==> src/rtl/dtc_pkg.sv <==
package dtc_pkg;
   typedef enum logic [1:0] {
      MD_TDC = 2'd0,
      MD_BB  = 2'd1,
      MD_DSM = 2'd2
   } trk_mode_t;
endpackage

==> src/rtl/dtc_mode_seq.sv <==
module dtc_mode_seq
   import dtc_pkg::*;
#(
   parameter int TDC_CYC = 10,
   parameter int ALT_RUN = 4
) (
   input  logic      clk,
   input  logic      rst_n,
   input  logic      bb_up,
   output trk_mode_t mode,
   output logic      tdc_en,
   output logic      dsm_en,
   output logic      lock
);
   localparam int TW = $clog2(TDC_CYC + 1);
   localparam int AW = $clog2(ALT_RUN + 1);

   logic [TW-1:0] tcnt;
   logic [AW-1:0] acnt;
   logic          seen;
   logic          prev;

   always_ff @(posedge clk) begin
      if (!rst_n) begin
         mode <= MD_TDC;
         tcnt <= '0;
         acnt <= '0;
         seen <= 1'b0;
         prev <= 1'b0;
      end else begin
         case (mode)
            MD_TDC: begin
               if (tcnt == TW'(TDC_CYC - 1)) mode <= MD_BB;
               else tcnt <= tcnt + TW'(1);
            end
            MD_BB: begin
               seen <= 1'b1;
               prev <= bb_up;
               if (seen && (bb_up != prev)) begin
                  if (acnt == AW'(ALT_RUN - 1)) mode <= MD_DSM;
                  acnt <= acnt + AW'(1);
               end else begin
                  acnt <= '0;
               end
            end
            default: mode <= MD_DSM;
         endcase
      end
   end

   assign tdc_en = (mode == MD_TDC);
   assign dsm_en = (mode == MD_DSM);
   assign lock   = dsm_en;


   tdc_once_chk: assert property (@(posedge clk) disable iff (!rst_n)
      (mode != MD_TDC) |=> (mode != MD_TDC));

   lock_hold_chk: assert property (@(posedge clk) disable iff (!rst_n)
      lock |=> lock);
endmodule

==> src/rtl/dtc_word.sv <==
module dtc_word
   import dtc_pkg::*;
#(
   parameter int CW = 10,
   parameter int EW = 10
) (
   input  logic                 clk,
   input  logic                 rst_n,
   input  trk_mode_t            mode,
   input  logic                 tdc_vld,
   input  logic signed [EW-1:0] tdc_err,
   input  logic                 bb_up,
   output logic [CW-1:0]        word
);
   localparam int MAXW = 2**CW - 1;
   localparam int MIDW = 2**(CW - 1);

   logic signed [CW+1:0] cur;
   logic signed [CW+1:0] nxt;
   logic [CW-1:0]        word_d;

   assign cur = $signed({2'b00, word});

   always_comb begin
      nxt = cur;
      if (mode == MD_TDC) begin
         if (tdc_vld) nxt = cur + (CW+2)'(tdc_err);
      end else if (bb_up) begin
         nxt = cur + (CW+2)'(1);
      end else begin
         nxt = cur - (CW+2)'(1);
      end
      if (nxt < 0)                            word_d = '0;
      else if (nxt > $signed((CW+2)'(MAXW)))  word_d = CW'(MAXW);
      else                                    word_d = CW'(nxt);
   end

   always_ff @(posedge clk) begin
      if (!rst_n) word <= CW'(MIDW);
      else        word <= word_d;
   end


   bb_step_chk: assert property (@(posedge clk) disable iff (!rst_n)
      (mode != MD_TDC && bb_up && word != CW'(MAXW)) |=> (word == $past(word) + CW'(1)));

   no_wrap_top_chk: assert property (@(posedge clk) disable iff (!rst_n)
      (mode != MD_TDC && bb_up && word == CW'(MAXW)) |=> (word == CW'(MAXW)));

   no_wrap_bot_chk: assert property (@(posedge clk) disable iff (!rst_n)
      (mode != MD_TDC && !bb_up && word == '0) |=> (word == '0));
endmodule

==> src/rtl/dtc_dsm.sv <==
module dtc_dsm #(
   parameter int FW    = 6,
   parameter int ORDER = 2
) (
   input  logic              clk,
   input  logic              rst_n,
   input  logic              en,
   input  logic [FW-1:0]     frac,
   output logic signed [2:0] dith
);
   logic [FW-1:0] a1;
   logic [FW-1:0] s1;
   logic          c1;

   assign {c1, s1} = {1'b0, a1} + {1'b0, frac};

   if (ORDER == 1) begin : g_first
      always_ff @(posedge clk) begin
         if (!rst_n || !en) begin
            a1   <= '0;
            dith <= '0;
         end else begin
            a1   <= s1;
            dith <= $signed({2'b00, c1});
         end
      end
   end else if (ORDER == 2) begin : g_second
      logic [FW-1:0] a2;
      logic [FW-1:0] s2;
      logic          c2;
      logic          c2q;

      assign {c2, s2} = {1'b0, a2} + {1'b0, s1};

      always_ff @(posedge clk) begin
         if (!rst_n || !en) begin
            a1   <= '0;
            a2   <= '0;
            c2q  <= 1'b0;
            dith <= '0;
         end else begin
            a1   <= s1;
            a2   <= s2;
            c2q  <= c2;
            dith <= $signed({2'b00, c1}) + $signed({2'b00, c2}) - $signed({2'b00, c2q});
         end
      end


      dith_range_chk: assert property (@(posedge clk) disable iff (!rst_n)
         (dith == 3'b111) || (dith == 3'b000) || (dith == 3'b001) || (dith == 3'b010));
   end else begin : g_bad_order
      $error("dtc_dsm: ORDER must be 1 or 2");
   end


   dsm_off_chk: assert property (@(posedge clk) disable iff (!rst_n)
      !en |=> (dith == 3'b000));
endmodule

==> src/rtl/dtc_therm.sv <==
module dtc_therm #(
   parameter int IW = 4
) (
   input  logic [IW-1:0]       int_part,
   input  logic signed [2:0]   dith,
   output logic [2**IW-2:0]    therm
);
   localparam int LW   = IW + 3;
   localparam int TOPL = 2**IW - 1;

   logic signed [LW-1:0] lv_raw;
   logic signed [LW-1:0] lv;

   assign lv_raw = $signed({3'b000, int_part}) + LW'(dith);

   always_comb begin
      if (lv_raw < 0)                          lv = '0;
      else if (lv_raw > $signed(LW'(TOPL)))    lv = LW'(TOPL);
      else                                     lv = lv_raw;
   end

   for (genvar i = 0; i < TOPL; i++) begin : g_cell
      assign therm[i] = (lv > $signed(LW'(i)));
   end
endmodule

==> src/rtl/dll_track_ctrl.sv <==
module dll_track_ctrl
   import dtc_pkg::*;
#(
   parameter int CW        = 10,
   parameter int FW        = 6,
   parameter int EW        = 10,
   parameter int FSW       = 6,
   parameter int N_MIN     = 24,
   parameter int N_MAX     = 47,
   parameter int TDC_CYC   = 10,
   parameter int ALT_RUN   = 4,
   parameter int DSM_ORDER = 2
) (
   input  logic                  clk,
   input  logic                  rst_n,
   input  logic [FSW-1:0]        freq_sel,
   input  logic                  tdc_vld,
   input  logic [EW-1:0]         tdc_err,
   input  logic                  bb_up,
   output logic [CW-1:0]         ctrl_word,
   output logic [2**(CW-FW)-2:0] therm,
   output logic [2:0]            dith_code,
   output logic                  tdc_en,
   output logic [FSW-1:0]        n_div,
   output logic                  locked
);
   localparam int IW = CW - FW;

   if (FW >= CW) begin : g_bad_fw
      $error("dll_track_ctrl: FW must be below CW");
   end
   if (EW > CW + 1) begin : g_bad_ew
      $error("dll_track_ctrl: EW too wide for the word");
   end
   if (N_MIN > N_MAX || N_MAX >= 2**FSW) begin : g_bad_n
      $error("dll_track_ctrl: divide range does not fit");
   end
   if (TDC_CYC < 1 || ALT_RUN < 1) begin : g_bad_cnt
      $error("dll_track_ctrl: counts must be positive");
   end

   trk_mode_t         mode;
   logic              dsm_en;
   logic signed [2:0] dith;

   dtc_mode_seq #(.TDC_CYC(TDC_CYC), .ALT_RUN(ALT_RUN)) u_seq (
      .clk(clk), .rst_n(rst_n), .bb_up(bb_up),
      .mode(mode), .tdc_en(tdc_en), .dsm_en(dsm_en), .lock(locked)
   );

   dtc_word #(.CW(CW), .EW(EW)) u_word (
      .clk(clk), .rst_n(rst_n), .mode(mode), .tdc_vld(tdc_vld),
      .tdc_err($signed(tdc_err)), .bb_up(bb_up), .word(ctrl_word)
   );

   dtc_dsm #(.FW(FW), .ORDER(DSM_ORDER)) u_dsm (
      .clk(clk), .rst_n(rst_n), .en(dsm_en),
      .frac(ctrl_word[FW-1:0]), .dith(dith)
   );

   dtc_therm #(.IW(IW)) u_therm (
      .int_part(ctrl_word[CW-1:FW]), .dith(dith), .therm(therm)
   );

   assign dith_code = dith;

   always_comb begin
      if (freq_sel < FSW'(N_MIN))      n_div = FSW'(N_MIN);
      else if (freq_sel > FSW'(N_MAX)) n_div = FSW'(N_MAX);
      else                             n_div = freq_sel;
   end


   therm_shape_chk: assert property (@(posedge clk) disable iff (!rst_n)
      ((therm & (therm + 1'b1)) == '0));

   n_range_chk: assert property (@(posedge clk) disable iff (!rst_n)
      (n_div >= FSW'(N_MIN)) && (n_div <= FSW'(N_MAX)));

   tdc_lock_excl_chk: assert property (@(posedge clk) disable iff (!rst_n)
      !(tdc_en && locked));
endmodule

==> config.mk <==
export PLATFORM = sky130hd
export DESIGN_NAME = dll_track_ctrl
export DESIGN_NICKNAME = d
export VERILOG_FILES = /design/src/rtl/dtc_pkg.sv /design/src/rtl/dtc_mode_seq.sv /design/src/rtl/dtc_word.sv /design/src/rtl/dtc_dsm.sv /design/src/rtl/dtc_therm.sv /design/src/rtl/dll_track_ctrl.sv
export SDC_FILE = /design/constraint.sdc
export NUM_CORES = 1
export LEC_CHECK = 0
export ABC_AREA = 1
export BUFFER_PORTS_ARGS = -buffer_cell sky130_fd_sc_hd__buf_2
export CORE_MARGIN = 2
export CORE_UTILIZATION = 60
export DETAILED_ROUTE_END_ITERATION = 6
export HOLD_SLACK_MARGIN = 0.06
export PLACE_DENSITY = 0.84
export SLEW_MARGIN = 20
export SYNTH_ARGS = -nofsm -noshare
export SYNTH_HDL_FRONTEND = slang
export SYNTH_SLANG_ARGS = --single-unit
==> constraint.sdc <==
create_clock -name clk -period 8.05 [get_ports clk]
set_clock_uncertainty 0.05 [all_clocks]
set_input_delay 0.805 -clock clk [delete_from_list [all_inputs] [get_ports clk]]
set_output_delay 0.805 -clock clk [all_outputs]
set_load 0.01 [all_outputs]
==> flow_summary.ini <==
[floorplan]
rows = 27
dieArea_um2 = 6190
io_pins = 56
die_h_um = 78.7
start_util = 0.615
fp.coreArea_um2 = 5440
die_w_um = 78.7

[synth]
synthAdderAreaFrac = 0.162
avgSynthCellArea_um2 = 6.47
synthTopCellsByArea = dfxtp_1 (22%), ha_1 (14%), nand2_1 (13%)
synth_top_cell_by_area = dfxtp_1
synth-compound-area-share = 0.163
synth_seq_area_share = 0.221
synth.distinct_cells = 38
synth_most_common_cell = nand2_1
netlist_instances = 517
netlist.area_leader.share = 0.221
ys.flop_type = dfxtp_1
synthesis.nets = 578
synth_area_um2 = 3350
synth-simple-area-share = 0.298
synth-edff-count = 0
synth_commonest_cells = nand2_1 (114), inv_1 (88), nor2_1 (54), a21oi_1 (51), nand3_1 (42)
synth-xor-area-share = 0.0423
synthArstFlopShare = 0
ys_ff_latch = 37
synth.mux.area_fraction = 0
ys_warn_count = 0
synth_top_family_by_area = simple AND/OR/NAND/NOR gates

[routing]
drt_iter0_drc = 234
drcViolationCount = 0
wl_per_cell_um = 12.0
dr.pass1.iters = 6
avgViaCountPerCell = 5.31
wl_mm = 7.73
ant_nets = 0
num_vias = 3428

[clock_network]
cts_resized = 0
cts-root-buf = clkbuf_8
cts_hold_buf = 0
h-tree-depth = 2
cts_buffers = 5
cts_setup_buffers = 0
path_clk_slew_ns = 0.08
cts.sinks = 37
clockBufferDepth = 2
clkLatencyLatePin_ns = 0.29
cts_tree = yes

[timing]
finalSetupTns_ns = 0
period_minus_slack_ns = 3.51
setup_viol = 0
rsz0062_at_grt = false
slew_viol_final = 0
finalCritPeriodShare = 0.436
max_freq_mhz = 285
relSlewSlack = 0.657
hold_viol = 0
tightest_slew_ns = 0.513
setup_ws_ns = 4.54

[cells_and_area]
nFillCells = 509
antenna_cells = 0
area_growth_pct = 13.2
num-nets-final = 633
layout-drive-gt1-share = 0.148

[grt]
grt_util_all_layers = 0.264
busiest_layer = met2
met1_usage = 0.318
use_met2 = 0.481
antenna_found_initial = 0
grt_overflow = 0
grt_max_degree = 19
met3_usage = 0.0356
grt_pass1_wl_mm = 13.3
grt_pass1_vias = 3121

[min_path]
hold_path.class = reg2reg

[critical_path]
cp_cell_sequence = ha_1 -> a21oi_1 -> nand2_1 -> xor2_1 -> inv_1 -> ha_1 -> a21oi_1 -> inv_1 -> a31oi_1 -> nor2_1 -> o21ai_0 -> nand2_1 -> ha_1 -> inv_1 -> ha_1 -> ha_1 -> nor2_1
critPathLaunchType = flop
cp.arrival_ns = 3.68
required_ns = 8.22
cp_top_family = adder cells
setup.worst_path.class = reg2reg
path_common_cell = ha_1
endpoint_kind = flop
slowest_stage = dfxtp_1
path_max_fanout = 8
slowest_delay_ns = 0.45
cp.buffers_inverters = 3

[power_and_ir_drop]
leakagePower_nw = 2.06
cellPowerDensity_nw_per_um2 = 150
ir_drop_uv = 122

[status]
status = completed

[run]
cap_violations = 0

[placed_design]
io_buffers = 55
dp_hpwl_mm = 5.94
pre_cts_slack_ns = 4.67
gp_congestion = 0.878
## power breakdown
group          internal [W]  switching [W]
logic             0.0000792       0.000131
registers          0.000191      0.0000177
clock network     0.0000791      0.0000683
total              0.000350       0.000217
## layout make-up
cell class                      instances  area (um^2)  share of cell area
Clock buffer                            7         96.3              0.0254
Multi-Input combinational cell        380         2230               0.588
Timing Repair Buffer                   55          275              0.0727
Tap cell                               72         90.1              0.0238
Sequential cell                        37          741               0.196
Clock inverter                          1         8.76             0.00231
Inverter                               93          349              0.0922
## stage by stage
stage               utilization  cell area [um^2]  power (W)  cells  hold slack (ns)
detailed placement        0.677              3680   0.000419    637            0.408
global route              0.696              3790   0.000610    645            0.446
CTS                       0.696              3790   0.000569    645            0.420
floorplan                     -              3350   0.000363    517            0.386
global placement          0.677              3680   0.000414    637            0.397
finish                    0.696              3790   0.000567    645            0.418
## tightest hold or removal path, delay by kind of cell, from the launching register on
| kind | cells | cell delay [ns] |
|---|---|---|
| compound gates | 1 | 0.05 |
| flops | 1 | 0.31 |
| simple gates | 1 | 0.06 |
## cells in the final DEF (no fill, tap or decap), drive strengths merged, types with 10 or more instances in the layout
cell type  synthesis  final
ha                37     37
nand2            117    117
buf                2     55
inv               93     94
xor2              10     10
nor2              57     57
nand3             42     42
o21ai             27     27
a21oi             55     55
dfxtp             37     37
## metal layers
| layer | vias to the layer above | wire (um) |
|---|---|---|
| met5 | - | 0 |
| met4 | 0 | 181 |
| met3 | 23 | 473 |
| met2 | 128 | 3690 |
| met1 | 1506 | 3390 |
| li1 | 1771 | - |
## logic make-up after synthesis
kind of cell	count (synthesis)
AO/OA/AOI/OAI	92
buffers and inverters	100
adder cells (fa/ha/maj)	41
flip-flops	37
AND/OR/NAND/NOR	236
XOR/XNOR	11
## registers in the layout, summed over array words and instances, names as in the netlist
register / count
u_word.word: 10
u_dsm.a1: 6
u_dsm.g_second.a2: 6
u_seq.tcnt: 4
u_dsm.dith: 3
u_seq.acnt: 3
u_seq.mode: 2
u_dsm.g_second.c2q: 1
u_seq.prev: 1
u_seq.seen: 1
## worst paths after layout
path / end / startpoint / slack [ns] / cells after the start
min: u_seq.acnt[2] / u_seq.acnt[2] / 0.42 / 2
max reg2reg: u_dsm.dith[1] / u_word.word[2] / 4.54 / 17
max: u_dsm.dith[1] / u_word.word[2] / 4.54 / 17
min reg2reg: u_seq.acnt[2] / u_seq.acnt[2] / 0.42 / 2
Note: power is estimated with default switching activity, not from simulation.
